$ cat src/rtl/ipg_pkg.sv
package ipg_pkg;
  localparam int unsigned IPG_GAP_BITS   = 96;
  localparam int unsigned IPG_GUARD_BITS = 64;

  typedef enum logic [1:0] {
    PH_GUARD = 2'd0,
    PH_TAIL  = 2'd1,
    PH_DONE  = 2'd2
  } ipg_phase_e;
endpackage

$ cat src/rtl/ipg_edge.sv
module ipg_edge (
  input  logic clk_i,
  input  logic rst_ni,
  input  logic sig_i,
  output logic rise_o
);
  logic sig_q;

  always_ff @(posedge clk_i or negedge rst_ni) begin
    if (!rst_ni) sig_q <= 1'b0;
    else         sig_q <= sig_i;
  end

  assign rise_o = sig_i & ~sig_q;
endmodule

$ cat src/rtl/ipg_ctrl.sv
module ipg_ctrl
  import ipg_pkg::*;
#(
  parameter int unsigned CNT_W      = 7,
  parameter int unsigned GAP_BITS   = IPG_GAP_BITS,
  parameter int unsigned GUARD_BITS = IPG_GUARD_BITS
) (
  input  logic [CNT_W-1:0] cnt_i,
  input  logic             crs_i,
  input  logic             crs_rise_i,
  input  logic             tx_active_i,
  input  logic             full_duplex_i,
  output ipg_phase_e       phase_o,
  output logic             clr_o
);
  localparam logic [CNT_W-1:0] GUARD_C = CNT_W'(GUARD_BITS);
  localparam logic [CNT_W-1:0] GAP_C   = CNT_W'(GAP_BITS);

  always_comb begin
    if (cnt_i < GUARD_C)    phase_o = PH_GUARD;
    else if (cnt_i < GAP_C) phase_o = PH_TAIL;
    else                    phase_o = PH_DONE;
  end

  // Guard phase restarts on carrier level; done phase only on a fresh rise.
  always_comb begin
    clr_o = tx_active_i;
    if (!full_duplex_i) begin
      if (crs_i && phase_o == PH_GUARD)      clr_o = 1'b1;
      if (crs_rise_i && phase_o == PH_DONE)  clr_o = 1'b1;
    end
  end
endmodule

$ cat src/rtl/ipg_counter.sv
module ipg_counter #(
  parameter int unsigned CNT_W = 7,
  parameter int unsigned LIMIT = 96
) (
  input  logic             clk_i,
  input  logic             rst_ni,
  input  logic             clr_i,
  input  logic             tick_i,
  output logic [CNT_W-1:0] cnt_o,
  output logic             done_o
);
  localparam logic [CNT_W-1:0] LIMIT_C = CNT_W'(LIMIT);

  always_ff @(posedge clk_i or negedge rst_ni) begin
    if (!rst_ni)                      cnt_o <= '0;
    else if (clr_i)                   cnt_o <= '0;
    else if (tick_i && cnt_o != LIMIT_C) cnt_o <= cnt_o + CNT_W'(1);
  end

  assign done_o = (cnt_o == LIMIT_C);
endmodule

$ cat src/rtl/ipg_timer.sv
module ipg_timer
  import ipg_pkg::*;
#(
  parameter int unsigned GAP_BITS   = IPG_GAP_BITS,
  parameter int unsigned GUARD_BITS = IPG_GUARD_BITS
) (
  input  logic clk_i,
  input  logic rst_ni,
  input  logic bit_tick_i,
  input  logic crs_i,
  input  logic tx_active_i,
  input  logic full_duplex_i,
  output logic gap_ok_o
);
  localparam int unsigned      CNT_W   = $clog2(GAP_BITS + 1);
  localparam logic [CNT_W-1:0] GAP_C   = CNT_W'(GAP_BITS);
  localparam logic [CNT_W-1:0] GUARD_C = CNT_W'(GUARD_BITS);

  logic             crs_rise;
  logic             clr;
  logic [CNT_W-1:0] cnt;
  ipg_phase_e       phase;

  ipg_edge u_edge (
    .clk_i  (clk_i),
    .rst_ni (rst_ni),
    .sig_i  (crs_i),
    .rise_o (crs_rise)
  );

  ipg_ctrl #(
    .CNT_W      (CNT_W),
    .GAP_BITS   (GAP_BITS),
    .GUARD_BITS (GUARD_BITS)
  ) u_ctrl (
    .cnt_i         (cnt),
    .crs_i         (crs_i),
    .crs_rise_i    (crs_rise),
    .tx_active_i   (tx_active_i),
    .full_duplex_i (full_duplex_i),
    .phase_o       (phase),
    .clr_o         (clr)
  );

  ipg_counter #(
    .CNT_W (CNT_W),
    .LIMIT (GAP_BITS)
  ) u_cnt (
    .clk_i  (clk_i),
    .rst_ni (rst_ni),
    .clr_i  (clr),
    .tick_i (bit_tick_i),
    .cnt_o  (cnt),
    .done_o (gap_ok_o)
  );

  always_comb begin
    if (!rst_ni) begin
      AST_RESET_CLEAR: assert (!gap_ok_o);
    end
  end

  AST_NO_OVERRUN: assert property (@(posedge clk_i) disable iff (!rst_ni)
    cnt <= GAP_C);

  AST_TX_CLEARS: assert property (@(posedge clk_i) disable iff (!rst_ni)
    tx_active_i |=> (cnt == '0) && !gap_ok_o);

  AST_GUARD_RESTART: assert property (@(posedge clk_i) disable iff (!rst_ni)
    (!full_duplex_i && crs_i && cnt < GUARD_C) |=> cnt == '0);

  AST_TAIL_IGNORES_CRS: assert property (@(posedge clk_i) disable iff (!rst_ni)
    (!full_duplex_i && !tx_active_i && bit_tick_i && cnt >= GUARD_C && cnt < GAP_C)
    |=> cnt == $past(cnt) + CNT_W'(1));

  AST_FD_IGNORES_CRS: assert property (@(posedge clk_i) disable iff (!rst_ni)
    (full_duplex_i && !tx_active_i && bit_tick_i && cnt < GAP_C)
    |=> cnt == $past(cnt) + CNT_W'(1));

  AST_RISE_DROPS_OK: assert property (@(posedge clk_i) disable iff (!rst_ni)
    (!full_duplex_i && gap_ok_o && crs_rise) |=> !gap_ok_o);

  AST_IDLE_HOLDS: assert property (@(posedge clk_i) disable iff (!rst_ni)
    (!bit_tick_i && !tx_active_i && !crs_i) |=> $stable(cnt));

  AST_PHASE_DONE_OK: assert property (@(posedge clk_i) disable iff (!rst_ni)
    gap_ok_o |-> phase == PH_DONE);
endmodule

$ cat config.mk
export PLATFORM = sky130hd
export DESIGN_NAME = ipg_timer
export DESIGN_NICKNAME = d
export VERILOG_FILES = /design/src/rtl/ipg_pkg.sv /design/src/rtl/ipg_edge.sv /design/src/rtl/ipg_ctrl.sv /design/src/rtl/ipg_counter.sv /design/src/rtl/ipg_timer.sv
export SDC_FILE = /design/constraint.sdc
export NUM_CORES = 1
export LEC_CHECK = 0
export ABC_AREA = 1
export BUFFER_PORTS_ARGS = -buffer_cell sky130_fd_sc_hd__buf_2
export CAP_MARGIN = 20
export CORE_MARGIN = 2
export CORE_UTILIZATION = 35
export DETAILED_ROUTE_END_ITERATION = 6
export PLACE_DENSITY_LB_ADDON = 0.3
export SLEW_MARGIN = 20
export SYNTH_ARGS = -nofsm -noshare
export SYNTH_HDL_FRONTEND = slang
export SYNTH_SLANG_ARGS = --single-unit
$ cat constraint.sdc
create_clock -name clk_i -period 3.6 [get_ports clk_i]
set_input_delay 0.36 -clock clk_i [delete_from_list [all_inputs] [get_ports clk_i]]
set_output_delay 0.36 -clock clk_i [all_outputs]
set_load 0.01 [all_outputs]
[After elaboration in Yosys (flattened, before gate mapping)]
Index checks and enable logic that the tools add are counted.
Word-level totals
  flip-flop bits (word level): 8
  input port bits: 6
  output and inout bits: 1
  logic and storage cells: 22
Cells by class
  equal/unequal tests: 3
  mux-type cells: 7
  reductions and logical operators: 5
  bitwise operators: 2
  add/sub/neg operators: 1
  $lt $le $gt $ge: 2
Operator list (number)
  7-bit < comparator (second input constant): 2
  7-bit two-way mux: 2
  7-bit by 1-bit adder with 7-bit output (second input constant): 1
  7-bit equality test (second input constant): 1
  7-bit inequality test (second input constant): 1
  2-bit two-way mux: 2
  1-bit logical AND: 3
  1-bit two-way mux: 3
  2-bit equality test (second input constant): 1
  2-bit zero test: 1
  2-bit nonzero test: 1
  1-bit AND: 1
  1-bit inverter: 1

[Logic depth before layout (Yosys ltp)]
Gate-level depths: netlist (run 1).
  depth after elaboration: 9
  gate-level depth with buffers: 9

[Hierarchy]
A second synthesis (run 1) with hierarchy kept.
Unflattened totals
  cell total of the unflattened synthesis: 83
  area total of the unflattened synthesis: 551.8 µm²
By module, submodules not included
  ipg_counter: cells each 69, area an instance 474.2 µm², instances 1
  ipg_ctrl: cells each 11, area an instance 42.5 µm², instances 1
  ipg_edge: cells each 3, area an instance 35.0 µm², instances 1

[Least setup slack after synthesis (run 1)]
Ideal clock, no wire load.
  path kind: register -> output
  start point: register u_cnt.cnt_o[0]
  end point: output port gap_ok_o
  cell stages (with the launch flop): 7
  data arrival time: 0.944 ns
  slack: 2.296 ns
  cells stage by stage: dfrtp_1 > inv_1 > ha_1 > inv_1 > nor2_1 > nand3_2 > inv_1
Between the ends
  longest elaborated chain between the ends: 1
RTL lines
  start, declared: line ipg_counter.sv:9  | output logic [CNT_W-1:0] cnt_o,
  start signal, assigned: line ipg_counter.sv:17  | else if (tick_i && cnt_o != LIMIT_C) cnt_o <= cnt_o + CNT_W'(1);
  7-bit equality test: line ipg_counter.sv:20  | assign done_o = (cnt_o == LIMIT_C);
  end, declared: line ipg_timer.sv:13  | output logic gap_ok_o
No other way between the ends.

[Worst setup path after layout (run 1)]
Same ends and word-level chain as after synthesis.

==> summary.md, run 1 <==
| Metric | Value |
|---|---|
| Arrival time worst endpoint | about 1300 ps |
| Power Density | just over 300 mW/mm² |
| Vias in the first global route | between 300 and 400 |
| Delay-heaviest family, CP | flip-flops |
| H-tree levels | 1 |
| Cts hold-fix bufs | 1 |
| RSZ-0062 raised after global routing | false |
| Num CTS Buffers | 3 |
| Net Sw Frac | between 20% and 30% |
| ANT nets after route | 0 |
| I/O Buffers | 6 |
| Hold Crit Class | input port to flip-flop |
| Max Fclk | ~590 MHz |
| LEAKAGE | ~0.00032 µW |
| Grt ovf | 0 |
| Largest net degree at the start of global routing | 11 |
| CTS clk-pin slew, worst paths | about 60 ps |
| P_int | between 100 and 150 µW |
| Post-Synthesis Cells | roughly 70 |
| DR WL/cell | roughly 9.7 µm |
| Sequence of cells on the critical path | inv_1 -> ha_1 -> inv_1 -> nor2_1 -> nand3_2 -> inv_1 -> buf_2 |
| PnR worst setup slack | between 1500 and 2000 ps |
| Highest-delay cell along the critical path | dfrtp_1 |
| Ports | 7 |
| Clock sink total | 8 |
| Vias | between 400 and 500 |
| Clock skew | roughly 7.4 ps |
| Tcrit/Tclk final | between 40% and 50% |
| Die height | around 43 µm |
| Yosys reg bits | 8 |
| Layout cells sized above 1 | between 20% and 30% |
| CTS tree | built |
| CP startpoint | u_cnt.cnt_o[0] |
| Final max-slew violation count | 0 |
| Core Box Area | 0.00135 mm² |
| Status | finished clean |
| YS warnings | 0 |
| Mapped Avg Cell Area | ~7.3 µm² |
| Total GRT Usage | about an eighth |
| Leading area contributor after synthesis | dfrtp_1 |
| Residual DRC | 0 |
| Antenna cells | 0 |
| Fin. Hold Viols | 0 |
| Synth Cell Area | between 500 and 600 µm² |
| Final layout net count | ~90 |
| Slew headroom | a little under nine tenths |
| CTS Buffer Depth | 2 |
| Fillcell total | ~140 |
| Combinational share of power | roughly 11% |
| Crit Path Max Fanout | 5 |
| Die ar. | between 0.0015 and 0.002 mm² |
| Worst path max stage delay | between 400 and 500 ps |
| Worst r2r src | u_cnt.cnt_o[0] |
| Sequential share of the synthesized area | between 30% and 40% |
| Minimum clock period | between 1500 and 2000 ps |
| Setup CP Type | flip-flop to output pin |
| Starting DRT DRC Count | 13 |
| Dpl ws | 2150 ps |
| Routability Congestion | roughly 0.7 |
| Synthesized netlist net count | 79 |
| Synth top area cells | dfrtp_1 38%, nand2_1 12%, nand3_1 11%, nor2_1 7.9%, inv_1 5.0% |
| Crit. End Element | output pin |
| First-pass detailed-route iteration total | 5 |
| Net switching power | approximately 46 µW |
| Clock power frac | a little under two fifths |
| Sequential Power Share | about half |
| Quantity of gates resized following cts | 0 |
| DRT Wirelength | approximately 930 µm |
| Number of library cell types mapped by synthesis | 16 |
| Initial antenna violation count | 0 |
| Max-cap violations | 0 |
| Worst vdd ir | around 0.00015 V |
| DIE WIDTH | roughly 43 µm |
| Setup crit start kind | flip-flop |
| Initial Utilization | 38.6% |
| TNS Setup | 0 ps |
| Final HPWL DP | 702 µm |
| Clock Latency Late Sink | roughly 250 ps |
| Hold path startpoint | crs_i |
| Area growth syn-to-layout | 15.6% |
| Required @ worst endpoint | 3240 ps |
| Vias per cell | between 4 and 5 |
| First-pass GRT wire length | between 1.5 and 2 mm |
| Most common cell on crit path | inv_1 |
| WP buf/inv | 4 |
| Clk root buf | clkbuf_4 |
| Post-CTS Setup Inserts | 0 |
| # setup viols final | 0 |
| Placement Rows | 13 |
| Top cell type's share of synthesized area | approximately two fifths |
| Slew @ Worst Pin | around 210 ps |
-- sequential cells by signal, indices dropped and copies added (netlist names) --
name and flops:
u_edge.sig_q 1, u_cnt.cnt_o 7
-- cell type report --
type,instances,area (µm²),area share [%]
Clock buffer,3,22.5,3.74
Inverter,11,43.8,7.28
Multi-Input combinational cell,52,277,45.9
Tap cell,15,18.8,3.12
Sequential cell,8,200,33.3
Timing Repair Buffer,7,40.0,6.65
-- cells in the final DEF (no fill, tap or decap) --
| cell | count |
|---|---|
| buf_2 | 6 |
| clkbuf_4 | 3 |
| clkinv_1 | 1 |
| dfrtp_1 | 8 |
| dlygate4sd3_1 | 1 |
| ha_1 | 2 |
| inv_1 | 7 |
| inv_2 | 2 |
| inv_4 | 1 |
| nand2_1 | 17 |
| nand2_2 | 2 |
| nand2_4 | 2 |
| nand3_1 | 11 |
| nand3_2 | 1 |
| nor2_1 | 11 |
| nor2_2 | 1 |
| o21ai_1 | 1 |
| o21ai_2 | 1 |
| xor2_1 | 3 |
-- kinds of logic after synthesis --
| kind of cell | Yosys count | synth area share, % |
|---|---|---|
| XOR/XNOR | 3 | 5.05 |
| adder cells (fa/ha/maj) | 2 | 4.81 |
| AO/OA/AOI/OAI | 2 | 2.64 |
| buffers and inverters | 11 | 8.41 |
| AND/OR/NAND/NOR | 45 | 40.6 |
| flip-flops | 8 | 38.5 |
-- synthesized netlist by cell type --
cell       n
inv_1      7
nor2_1    11
nor2_2     1
ha_1       2
dfrtp_1    8
clkinv_1   1
inv_4      1
xor2_1     3
o21ai_1    1
nand2_2    2
nand3_2    1
nand2_1   17
nand2_4    2
nand3_1   11
inv_2      2
o21ai_2    1
-- power by group through the flow --
stage / registers, µW / logic [µW] / clock network, µW
5_1_grt: 94.2 / 23.8 / 77.5
2_1_floorplan: 95.2 / 12.6 / 0
6_report: 93.9 / 20.5 / 69.3
3_5_place_dp: 95.6 / 19.7 / 0
4_1_cts: 93.9 / 20.8 / 71.3
3_3_place_gp: 95.4 / 19.7 / 0
-- worst reg2reg max path, stage by stage (launching register included) --
cell	delay [ps]
dfrtp_1	410
inv_1	90
ha_1	150
inv_1	40
nor2_1	100
nand3_2	120
nand2_4	130
nand2_2	90
nand2_1	60
nand2_1	50
-- worst paths after layout --
path	end	slack, ps	depth (start not counted)
setup / recovery	gap_ok_o	1900	7
hold / removal	u_edge.sig_q	220	1
setup reg to reg	u_cnt.cnt_o[3]	2260	9
hold reg to reg	u_cnt.cnt_o[1]	590	2
max in group asynchronous	u_cnt.cnt_o[0]	2940	2
min in group asynchronous	u_cnt.cnt_o[5]	480	2
-- metal layers --
metal | routed length [µm] | track usage, % | up-vias
met5 | 0 | 0 | -
met2 | 392 | 14.5 | 8
li1 | - | - | 241
met4 | 11 | 9.38 | 0
met3 | 42 | 3.88 | 2
met1 | 483 | 18.6 | 189
-- stage by stage --
stage	area [µm²]	power (µW)	util, %	hold slack (ps)	cells
final	602	184	44.6	221	96
after global routing	602	196	44.6	221	96
after CTS	602	186	44.6	216	96
after detailed placement	569	115	42.2	219	92
after global placement	569	115	42.2	217	92
after floorplan	520	108	-	64.4	71
(Power assumes the default switching activity.)
==> run 2: changes to the inputs <==
==> constraint.sdc (replaced) <==
create_clock -name clk_i -period 1.4 [get_ports clk_i]
set_input_delay 0.14 -clock clk_i [delete_from_list [all_inputs] [get_ports clk_i]]
set_output_delay 0.14 -clock clk_i [all_outputs]
set_load 0.01 [all_outputs]
==> summary.md, run 2 (synthesis gave the netlist of run 1 again) <==
| Metric | Value |
|---|---|
| Status | finished clean |
| Max Fclk | around 740 MHz |
| Vias per cell | 4.62 (+0.80%) |
| Crit Path Max Fanout | 2 (-3) |
| Reg with most FFs | u_cnt.cnt_o |
| Num CTS Buffers | 3 (unchanged) |
| Tcrit/Tclk final | between 90% and 100% |
| Final Core Density | 48.9% (+4.4 points) |
| Largest net degree at the start of global routing | 11 (unchanged) |
| Final max-slew violation count | 0 (unchanged) |
| TNS Setup | 0 ps (unchanged) |
| Final layout net count | 95 (+4.4%) |
| R2R depth | 10 (+1) |
| H-tree levels | 1 (unchanged) |
| Arrival time worst endpoint | 1210 ps (-130 ps) |
| Largest register FFs | 7 (unchanged) |
| Residual DRC | 0 (unchanged) |
| Final HPWL DP | 689 µm (-1.9%) |
| Clock skew | 0.743 ps (-6.66 ps) |
| CTS tree | built |
| Power Density | 740 mW/mm² (+140%) |
| Fin. Hold Viols | 0 (unchanged) |
| LEAKAGE | 0.000344 µW (+6.6%) |
| Largest registers | u_cnt.cnt_o (7), u_edge.sig_q (1) |
| Crit. End Element | output pin |
| CTS Buffer Depth | 2 (unchanged) |
| Fillcell total | 138 (-4.2%) |
| Max-cap violations | 0 (unchanged) |
| ANT nets after route | 0 (unchanged) |
| Clock Latency Late Sink | 250 ps (about the same) |
| Vias in the first global route | 408 (+12%) |
| Layout Cells excl Fill | 100 (+4.2%) |
| Placed insts | 92 (unchanged) |
| Placement Rows | 13 (unchanged) |
| DRT Wirelength | 1.02 mm (+9.7%) |
| Antenna cells | 0 (unchanged) |
| Layout cells sized above 1 | 32.9% (+9.5 points) |
| Setup crit start kind | flip-flop |
| # setup viols final | 0 (unchanged) |
| RSZ-0062 raised after global routing | true |
| Ports | 7 (unchanged) |
| Core Box Area | 0.00135 mm² (unchanged) |
| Vias | 462 (+5.0%) |
| Initial antenna violation count | 0 (unchanged) |
| Grt ovf | 0 (unchanged) |
| Worst vdd ir | 0.000437 V (+190%) |
| Most common cell after layout, fill and taps aside | nand2_1 |
| Routability Congestion | 0.775 (+8.5%) |
| DIE WIDTH | 42.6 µm (unchanged) |
| First-pass GRT wire length | 1.78 mm (+8.4%) |
| Slew headroom | 84.5% (-1.7 points) |
| Required @ worst endpoint | 1260 ps (-1980 ps) |
| Clock sink total | 8 (unchanged) |
| Hold Crit Class | input port to async pin |
| I/O Buffers | 6 (unchanged) |
| Initial Utilization | 38.6% (unchanged) |
| CTS clk-pin slew, worst paths | 60 ps (about the same) |
| DR WL/cell | 10.2 µm (+5.3%) |
| Starting DRT DRC Count | 10 (-3) |
| Most frequent cells in the layout | 17 x nand2_1, 9 x nand3_1, 8 x nor2_1, 8 x dfrtp_1 |
| Minimum clock period | roughly 1300 ps |
| Total GRT Usage | 13.5% (+0.91 points) |
| Area growth syn-to-layout | 26.9% |
| Storage element area | 200 µm² (unchanged) |
| Die ar. | 0.00181 mm² (unchanged) |
| Multi-input logic area | 303 µm² (+9.5%) |
| First-pass detailed-route iteration total | 4 (-1) |
| Hold_ws | 257 ps (+35.7 ps) |
| Setup CP Type | flip-flop to output pin |
| Slew @ Worst Pin | 232 ps (+25.9 ps) |
| Die height | 42.6 µm (unchanged) |
| Clk root buf | clkbuf_4 |
[run 2: cell types whose count changed in the layout (fill, tap and decap cells not counted), sizes merged]
cell / previous run / this run
buf: 6 / 9
dlygate4sd3: 1 / 2
[run 2: through the flow]
stage	area [µm²]	power (µW)	setup slack (ps)
after global routing	661	523	-51.7
after CTS	643	494	-0.834
after global placement	569	296	81.8
after detailed placement	569	298	59.2
after floorplan	520	277	178
final	661	489	52.8
[run 2: final cells by class]
type	instances	area share (%)
Clock buffer	3	3.41
Sequential cell	8	30.3
Multi-Input combinational cell	52	45.8
Inverter	11	6.63
Timing Repair Buffer	11	11.0
Tap cell	15	2.84
[run 2: power breakdown]
part	internal [µW]	leakage (µW)	total, µW	switching (µW)
Sequential	236	0.000108	240	3.23
Clock	98.5	0.0000138	182	83.6
Combinational	27.2	0.000222	67.4	40.1
Total	362	0.000344	489	127
[run 2: final timing paths]
kind,end,slack (ps),from
worst min register to register,u_cnt.cnt_o[0],600,u_cnt.cnt_o[0]
worst max-delay path,gap_ok_o,50,u_cnt.cnt_o[0]
worst min-delay path,u_cnt.cnt_o[2],260,rst_ni
min in group clk_i,u_cnt.cnt_o[6],260,bit_tick_i
worst max register to register,u_cnt.cnt_o[5],70,u_cnt.cnt_o[0]
max in group asynchronous,u_cnt.cnt_o[5],970,rst_ni
[run 2: routing by layer]
layer / part of all wire [%] / wire length (µm) / up-vias / global-route usage [%]
met5: 0 / 0 / - / 0
met4: 1.4 / 14 / 0 / 9.38
met3: 5.3 / 54 / 2 / 2.59
met2: 47 / 480 / 12 / 19.7
met1: 46 / 472 / 202 / 17.6
li1: - / - / 246 / -
[run 2: timing repair]
action	CTS	global route
buffers inserted	3	0
gates cloned	0	0
gates resized for setup	1	6
hold buffers	2	0
setup endpoints to repair	1	8
hold endpoints to repair	9	0
pin swaps	1	0
[run 2: worst max-delay path, cell delays in order (launching register included)]
cell and delay (ps):
dfrtp_1 390, inv_2 60, ha_1 130, inv_1 40, nor2_2 80, nand3_2 80, inv_1 50, buf_2 110
